$ cat src/rtl/rc_pkg.sv
`timescale 1ns/1ps
package rc_pkg;
  typedef enum logic [1:0] {
    ST_IDLE  = 2'd0,
    ST_FETCH = 2'd1,
    ST_WAIT  = 2'd2
  } rc_state_e;
endpackage

$ cat src/rtl/rc_way_cmp.sv
`timescale 1ns/1ps
module rc_way_cmp #(
  parameter int WAYS  = 2,
  parameter int TAG_W = 13,
  parameter int WAY_W = 1
) (
  input  logic [WAYS*TAG_W-1:0] way_tags,
  input  logic [WAYS-1:0]       way_vld,
  input  logic [TAG_W-1:0]      tag,
  output logic                  hit,
  output logic [WAYS-1:0]       hit_vec,
  output logic [WAY_W-1:0]      hit_way
);
  for (genvar w = 0; w < WAYS; w++) begin : g_cmp
    assign hit_vec[w] = way_vld[w] && (way_tags[w*TAG_W +: TAG_W] == tag);
  end

  assign hit = |hit_vec;

  always_comb begin
    hit_way = '0;
    for (int w = WAYS - 1; w >= 0; w--) begin
      if (hit_vec[w]) hit_way = WAY_W'(w);
    end
  end
endmodule

$ cat src/rtl/rc_nmru.sv
`timescale 1ns/1ps
module rc_nmru #(
  parameter int WAYS  = 2,
  parameter int WAY_W = 1
) (
  input  logic [WAYS-1:0]  way_vld,
  input  logic [WAY_W-1:0] mru,
  output logic [WAY_W-1:0] victim,
  output logic             full
);
  logic found;

  always_comb begin
    full   = &way_vld;
    victim = '0;
    found  = 1'b0;
    for (int w = 0; w < WAYS; w++) begin
      if (!found && !way_vld[w]) begin
        victim = WAY_W'(w);
        found  = 1'b1;
      end
    end
    for (int w = 0; w < WAYS; w++) begin
      if (full && !found && WAY_W'(w) != mru) begin
        victim = WAY_W'(w);
        found  = 1'b1;
      end
    end
  end
endmodule

$ cat src/rtl/rc_cache.sv
`timescale 1ns/1ps
module rc_cache #(
  parameter int ADDR_W    = 16,
  parameter int BLK_BYTES = 4,
  parameter int CAP_BYTES = 16,
  parameter int WAYS      = 2
) (
  input  logic                   clk,
  input  logic                   rst_n,
  input  logic                   req_valid,
  output logic                   req_ready,
  input  logic [ADDR_W-1:0]      req_addr,
  output logic                   rsp_valid,
  output logic [7:0]             rsp_data,
  output logic                   rsp_hit,
  output logic                   mem_req_valid,
  input  logic                   mem_req_ready,
  output logic [ADDR_W-1:0]      mem_req_addr,
  input  logic                   mem_rsp_valid,
  input  logic [8*BLK_BYTES-1:0] mem_rsp_data
);
  import rc_pkg::*;

  localparam int LINES  = CAP_BYTES / BLK_BYTES;
  localparam int SETS   = LINES / WAYS;
  localparam int OFF_W  = $clog2(BLK_BYTES);
  localparam int IDX_W  = $clog2(SETS);
  localparam int TAG_W  = ADDR_W - IDX_W - OFF_W;
  localparam int SET_W  = (IDX_W > 0) ? IDX_W : 1;
  localparam int WAY_W  = (WAYS > 1) ? $clog2(WAYS) : 1;
  localparam int LINE_W = 8 * BLK_BYTES;

  function automatic logic [7:0] pick_byte(input logic [LINE_W-1:0] line,
                                           input logic [OFF_W-1:0]  off);
    return line[{off, 3'b000} +: 8];
  endfunction

  function automatic logic [ADDR_W-1:0] block_base(input logic [ADDR_W-1:0] a);
    return {a[ADDR_W-1:OFF_W], {OFF_W{1'b0}}};
  endfunction

  rc_state_e            state;
  logic [ADDR_W-1:0]    pend_addr;
  logic [LINE_W-1:0]    data_q [SETS][WAYS];
  logic [TAG_W-1:0]     tag_q  [SETS][WAYS];
  logic [WAYS-1:0]      vld_q  [SETS];
  logic [WAY_W-1:0]     mru_q  [SETS];

  logic [SET_W-1:0]     req_set, pend_set;
  logic [TAG_W-1:0]     req_tag, pend_tag;
  logic [OFF_W-1:0]     req_off, pend_off;

  assign req_tag  = req_addr[ADDR_W-1 -: TAG_W];
  assign pend_tag = pend_addr[ADDR_W-1 -: TAG_W];
  assign req_off  = req_addr[OFF_W-1:0];
  assign pend_off = pend_addr[OFF_W-1:0];

  if (IDX_W > 0) begin : g_idx
    assign req_set  = req_addr[OFF_W +: IDX_W];
    assign pend_set = pend_addr[OFF_W +: IDX_W];
  end else begin : g_one_set
    assign req_set  = '0;
    assign pend_set = '0;
  end

  // lookup across the ways of the requested set
  logic [WAYS*TAG_W-1:0] look_tags;
  logic                  look_hit;
  logic [WAYS-1:0]       hit_vec;
  logic [WAY_W-1:0]      hit_way;

  for (genvar w = 0; w < WAYS; w++) begin : g_tags
    assign look_tags[w*TAG_W +: TAG_W] = tag_q[req_set][w];
  end

  rc_way_cmp #(.WAYS(WAYS), .TAG_W(TAG_W), .WAY_W(WAY_W)) u_cmp (
    .way_tags (look_tags),
    .way_vld  (vld_q[req_set]),
    .tag      (req_tag),
    .hit      (look_hit),
    .hit_vec  (hit_vec),
    .hit_way  (hit_way)
  );

  // replacement choice for the pending miss
  logic [WAY_W-1:0] fill_way;
  logic             fill_full;
  logic [WAY_W-1:0] fill_mru;

  assign fill_mru = mru_q[pend_set];

  rc_nmru #(.WAYS(WAYS), .WAY_W(WAY_W)) u_vict (
    .way_vld (vld_q[pend_set]),
    .mru     (fill_mru),
    .victim  (fill_way),
    .full    (fill_full)
  );

  // named events
  logic acc_evt, hit_evt, miss_evt, fill_evt;
  assign req_ready     = (state == ST_IDLE);
  assign acc_evt       = req_valid && req_ready;
  assign hit_evt       = acc_evt && look_hit;
  assign miss_evt      = acc_evt && !look_hit;
  assign fill_evt      = (state == ST_WAIT) && mem_rsp_valid;
  assign mem_req_valid = (state == ST_FETCH);
  assign mem_req_addr  = block_base(pend_addr);

  always_ff @(posedge clk or negedge rst_n) begin
    if (!rst_n) begin
      state     <= ST_IDLE;
      pend_addr <= '0;
      rsp_valid <= 1'b0;
      rsp_data  <= '0;
      rsp_hit   <= 1'b0;
      for (int s = 0; s < SETS; s++) begin
        vld_q[s] <= '0;
        mru_q[s] <= '0;
      end
    end else begin
      rsp_valid <= 1'b0;
      case (state)
        ST_IDLE: begin
          if (hit_evt) begin
            rsp_valid        <= 1'b1;
            rsp_hit          <= 1'b1;
            rsp_data         <= pick_byte(data_q[req_set][hit_way], req_off);
            mru_q[req_set]   <= hit_way;
          end else if (miss_evt) begin
            pend_addr <= req_addr;
            state     <= ST_FETCH;
          end
        end
        ST_FETCH: if (mem_req_ready) state <= ST_WAIT;
        ST_WAIT: begin
          if (fill_evt) begin
            vld_q[pend_set][fill_way] <= 1'b1;
            mru_q[pend_set]           <= fill_way;
            rsp_valid                 <= 1'b1;
            rsp_hit                   <= 1'b0;
            rsp_data                  <= pick_byte(mem_rsp_data, pend_off);
            state                     <= ST_IDLE;
          end
        end
        default: state <= ST_IDLE;
      endcase
    end
  end

  always_ff @(posedge clk) begin
    if (fill_evt) begin
      data_q[pend_set][fill_way] <= mem_rsp_data;
      tag_q[pend_set][fill_way]  <= pend_tag;
    end
  end
endmodule

$ cat config.mk
export PLATFORM = sky130hd
export DESIGN_NAME = rc_cache
export DESIGN_NICKNAME = d
export VERILOG_FILES = /design/src/rtl/rc_pkg.sv /design/src/rtl/rc_way_cmp.sv /design/src/rtl/rc_nmru.sv /design/src/rtl/rc_cache.sv
export SDC_FILE = /design/constraint.sdc
export NUM_CORES = 1
export LEC_CHECK = 0
export ABC_AREA = 1
export BUFFER_PORTS_ARGS = -buffer_cell sky130_fd_sc_hd__buf_4
export CAP_MARGIN = 20
export CORE_MARGIN = 2
export CORE_UTILIZATION = 50
export DETAILED_ROUTE_END_ITERATION = 16
export GPL_TIMING_DRIVEN = 0
export PLACE_DENSITY_LB_ADDON = 0.1
export SYNTH_ARGS = -nofsm -noshare
export SYNTH_HDL_FRONTEND = slang
export SYNTH_SLANG_ARGS = --single-unit
$ cat constraint.sdc
create_clock -name clk -period 3.2 [get_ports clk]
set_input_delay 0.64 -clock clk [delete_from_list [all_inputs] [get_ports clk]]
set_output_delay 0.64 -clock clk [all_outputs]
set_load 0.005 [all_outputs]
-- Word level (Yosys, flattened, before mapping)
Memory sizes are Yosys's and may differ from the RTL's.
Index checks and enable logic that the tools add are counted.
- add/sub/neg operators: 0
- multipliers: 0
- divide/modulo/power cells: 0
- $lt $le $gt $ge: 9
- equal/unequal tests: 9
- shift operators: 2
- mux-type cells: 53
- bitwise gates (word level): 7
- reductions and logical operators: 27
- operator list (operator ; number):
    $mux W32 ; 4
    $mux W64 ; 1
    $shiftx A32 B6 Y8 ; 2
    $demux W32 S1 ; 1
    $eq A13 B13 Y1 ; 2
    $mux W2 ; 13
    $mux W26 ; 1
    $mux W1 ; 18
    $mux W8 ; 2
    $pmux W8 S2 ; 1
    $logic_and A1 B1 Y1 ; 15
    $demux W13 S1 ; 1
    $mux W13 ; 1
    $ge A2 B2 Y1 const B ; 4
    $not A1 Y2 ; 4
    $lt A2 B1 Y1 const B ; 3
    $ne A2 B1 Y1 const B ; 3
    $pmux W2 S3 ; 1
    $reduce_and A3 Y1 ; 2
    $bwmux W2 ; 2
    $logic_not A1 Y1 ; 4
    $ne A2 B2 Y1 const B ; 2
    $or A4 B4 Y4 ; 1
    $pmux W1 S2 ; 2
    other kinds (13) ; 17
- register bits after elaboration: 34
- bits in latches: 0
- RAM bits: 180
- bits in read-only memories: 0
- bits of input ports: 53
- output and inout bits: 28
- word-level logic and storage cells: 118
- memories: 2
- memory list (memory ; words ; width ; read ports ; clocked after Yosys merged registers in ; wr ports ; RTL line ; text):
    data_q ; 2 ; 64 ; 1 ; 0 ; 1 ; rc_cache.sv:44 ; logic [LINE_W-1:0] data_q [SETS][WAYS];
    tag_q ; 2 ; 26 ; 1 ; 0 ; 1 ; rc_cache.sv:45 ; logic [TAG_W-1:0] tag_q [SETS][WAYS];

-- Logic depth before layout (Yosys ltp)
- word-level depth: 22
- mapped depth: 20
- mapped depth without buffers: 17

-- Hierarchy
A second synthesis with hierarchy kept.
- cells, all modules: 1001
- area, all modules: 9753.1 um^2
- modules (own cells, without submodules) (module ; instances ; cells each ; area an instance (um^2) ; sequential area each (um^2)):
    rc_cache ; 1 ; 857 ; 9168.8 ; 6256.0
    rc_way_cmp ; 1 ; 140 ; 564.3 ; 0.0
    rc_nmru ; 1 ; 4 ; 20.0 ; 0.0

-- Worst setup path after synthesis
No wires, ideal clock.
- path kind: input to register
- from: input mem_rsp_valid
- to: memory data_q[1][0] (netlist bit) (enable)
- setup time: 0.448 ns
- arrival: 2.787 ns
- required time: 2.752 ns
- setup slack: -0.036 ns
- cell stages on the path: 4
- path buffers: 0
- cells stage by stage: inv_1 nor2_1 nand2_1 nor2_1
- longest elaborated chain between the ends: 3
- ends and longest elaborated chain (what ; RTL line ; text):
    start, declared ; rc_cache.sv:19 ; input logic mem_rsp_valid,
    $logic_and A1 B1 Y1 ; rc_cache.sv:105 ; assign fill_evt = (state == ST_WAIT) && mem_rsp_valid;
    $mux W1 ; rc_cache.sv:151 ; if (fill_evt) begin
    $mux W64 (not written as such) ; rc_cache.sv:152 ; data_q[pend_set][fill_way] <= mem_rsp_data;
    end, declared ; rc_cache.sv:44 ;
Every way passes these cells.

-- Final worst setup path
- from: input req_addr[2]
- to: register rsp_data[2]
- longest elaborated chain between the ends: 14
- elaborated cells on any way between the ends: 23
- classes of those cells: eq/ne: 3; shift: 1; mux: 10; bitwise: 2; reduce/logical: 5; memory: 2
- ends and longest elaborated chain (what ; RTL line ; text):
    start, declared ; rc_cache.sv:12 ; input logic [ADDR_W-1:0] req_addr,
    parallel branches: the longest is 14 deep, another holds $mem_v2 Z2 W26 ; - ;
    end signal, assigned ; rc_cache.sv:127 ; rsp_data <= pick_byte(data_q[req_set][hit_way], req_off);
    end signal, assigned ; rc_cache.sv:141 ; rsp_data <= pick_byte(mem_rsp_data, pend_off);
    end, declared ; rc_cache.sv:14 ; output logic [7:0] rsp_data,
Several ways; the timed one is not identified. The select of a mux whose other input is x is not followed.
A chain may end at the register's enable or synchronous reset.

==> results.tsv <==
stage	metric	value	unit
sta	f_max	374	MHz
setup_path	Worst setup EP type	register	
run	maxcap violations	0	
sta	Hold Vio Cnt, Final	0	
cts	Post-CTS Hold Buffers	0	
cells_and_area	area occupied by multi-input gates	2870	um2
cts	Clock Path Buffers	3	
detailed_routing	final WL	24800	um
cts	clk slew on worst S/H paths	60	ps
global_routing	first-pass GRT wire length	37700	um
sta	Post-Route Skew	17.7	ps
cells_and_area	share of cells above drive strength 1	13.8	%
min_path	Worst Hold Class	primary input to asynchronous set/reset pin	
sta	slack of the critical path	524	ps
yosys	Synth Flop Type	edfxtp_1	
die	Die ar.	20400	um2
yosys	post-synthesis cell type count	28	
detailed_routing	drt initial violations	584	
power	Int Pwr	5710	uW
global_routing	grt ovf	0	
cells_and_area	post-route cell area	11300	um2
die	Core ar.	18800	um2
detailed_routing	Routed Antenna Nets	0	
detailed_routing	DRC violations left	0	
yosys	Post-synth EDFFs	180	
cts	Setup Buffers After CTS	0	
power	Leak Pwr	0.00493	uW
setup_path	CP Launch Type	primary input	
power	switching share of power	27.8	%
setup_path	WP data required	3600	ps
cts	TritonCTS clock tree	yes	
cts	CTS root buf	clkbuf_16	
die	num rows	50	
placement	GP Congestion	1.04	
detailed_routing	first-pass iteration count of the detailed router	5	
cells_and_area	area grow syn2layout	17.9	%
global_routing	GRT Util Overall	24.8	%
power	PD cells	697	nW/um2
sta	Final Critical Period	2680	ps
cts	later-pin clock latency in the skew report	510	ps
yosys	Post-Synthesis Cells	999	
run_status	status	completed	
cells_and_area	flip-flop and latch area	6260	um2
setup_path	WS Path Type	primary input to register	
placement	final HPWL from detailed placement	17000	um
die	Die W	143	um
sta	RSZ-0062 raised after global routing	false	
placement	Post-DP Area	10600	um2
cells_and_area	Antenna diodes	0	
sta	hold slack	95.5	ps
die	die height	143	um
cts	cts repair resizes	0	
placement	Placed Cells	1313	
detailed_routing	wire per inst	18.3	um
yosys	synth warn	0	
cells_and_area	Fill cells	1614	
yosys	ys async rst share	15.9	%
power	VDD IR max	506	uV
cts	CTS Sinks	214	
cts	H-Tree Depth	1	
yosys	sequential area share after synthesis	65.0	%
sta	slew at the pin closest to its max-slew limit	864	ps
yosys	syn_area_per_cell	9.63	um2
power	Gate power share	19.7	%
sta	Final Max Tran Viols	0	
cells_and_area	Layout Nets	1157	
yosys	Mapped Area	9620	um2
sta	final setup fails	0	
sta	fin crit share	83.6	%
detailed_routing	vias per cell	5.33	
global_routing	vias in the first global route	6893	
detailed_routing	Vias	7223	
die	Initial Util	51.3	%
global_routing	largest net degree at the start of global routing	35	
cts	CTS Buf Count	23	
placement	pre-CTS setup slack	141	ps
die	I/O Pins	81	
power	Clk pwr share	33.7	%
cells_and_area	final core utilization	60.4	%
power	part of the power in registers	46.6	%
setup_path	maximum fanout along the worst path	10	
power	Sw Pwr	2200	uW
yosys	#FFs+latches synth	214	
sta	Slew HR	42.2	%
placement	Port Buffers	75	
cells_and_area	commonest non-fill, non-tap cell in the layout	nand2_1	
cells_and_area	commonest non-fill, non-tap cells in the layout	nand2_1, edfxtp_1, nand3_1	
setup_path	critical path arrival	3070	ps
cells_and_area	Post-Layout Cell Count	1354	
global_routing	initial antenna violation count	0	
==> synthesized netlist by cell type, types with 2 or more instances <==
| master | count | share of area, % |
|---|---|---|
| nand2_1 | 422 | 16 |
| edfxtp_1 | 180 | 56 |
| nand3_1 | 122 | 6.3 |
| nor2_1 | 58 | 2.3 |
| inv_1 | 43 | 1.7 |
| o21ai_0 | 41 | 2.1 |
| dfrtp_1 | 34 | 8.8 |
| clkbuf_1 | 28 | 1.1 |
| buf_4 | 22 | 1.7 |
| o22ai_1 | 8 | 0.52 |
| buf_6 | 5 | 0.59 |
| nand4_1 | 5 | 0.33 |
| buf_2 | 4 | 0.21 |
| a21oi_1 | 3 | 0.16 |
| nand2_2 | 3 | 0.20 |
| nor3_1 | 3 | 0.16 |
| clkinv_1 | 2 | 0.078 |
| inv_2 | 2 | 0.078 |
| nand3b_1 | 2 | 0.16 |
| nor3b_1 | 2 | 0.16 |
| o21ai_1 | 2 | 0.10 |
| or2_2 | 2 | 0.13 |
==> per-stage QoR <==
step,total power (uW),TNS (ps)
floorplan,4570,0
finish,7910,0
global route,8240,0
detailed placement,5280,0
global placement,5230,-172450
CTS,7930,0
==> worst max-delay path, cell delays in order <==
cell and delay, ps:
buf_6 130, buf_4 180, o21ai_0 480, nand2_1 110
nor2_1 120, nand2_1 50, nor2_1 100, nand2_2 150
clkbuf_1 340, nand3_1 200, nand3_1 120, nand3_1 140
nand3_1 100, nand2_1 140, nand2_1 60
==> cells by family after synthesis <==
kind of cell	share of synthesized area, %
compound gates	3.08
buf+inv	5.54
flops	65.0
other cells	0.0390
simple gates	26.3
==> cell type report <==
class                      instances  area share, %
inverter                          48           1.61
multi-input combinational        678           25.3
buffer                            60           3.09
tap                              234           2.58
timing repair buffer              79           5.67
sequential                       214           55.2
clock inverter                    11           1.15
clock buffer                      30           5.48
==> flip-flops by register name, summed over array words and instances, names as in the netlist <==
register / flops
mru_q: 2
rsp_data: 8
tag_q: 52
pend_addr: 16
state: 2
rsp_hit: 1
data_q: 128
rsp_valid: 1
vld_q: 4
==> final timing paths <==
check	start	endpoint	slack [ps]	cells past startpoint
setup / recovery	req_addr[2]	rsp_data[2]	520	15
hold / removal	rst_n	rsp_data[6]	100	1
setup reg to reg	vld_q[2]	rsp_data[2]	610	14
hold reg to reg	vld_q[2]	vld_q[2]	480	2
max in group asynchronous	rst_n	rsp_data[7]	2750	1
min in group clk	mem_rsp_data[9]	data_q[1][9]	340	1
==> power groups by stage <==
| stage | clock network (uW) | logic (uW) | registers, uW |
|---|---|---|---|
| 6_report | 2670 | 1560 | 3680 |
| 5_1_grt | 2800 | 1720 | 3710 |
| 4_1_cts | 2700 | 1550 | 3680 |
| 3_5_place_dp | 0 | 1540 | 3730 |
| 3_3_place_gp | 0 | 1490 | 3740 |
| 2_1_floorplan | 0 | 901 | 3670 |
==> layer usage <==
metal	up-vias	share of wire (%)	GRT usage [%]
met3	74	6.1	3.35
met4	0	4.6	12.6
met1	3348	42	31.9
met2	275	48	41.4
li1	3526	-	-
met5	-	0	0
Power figures use the tool's default switching activity.
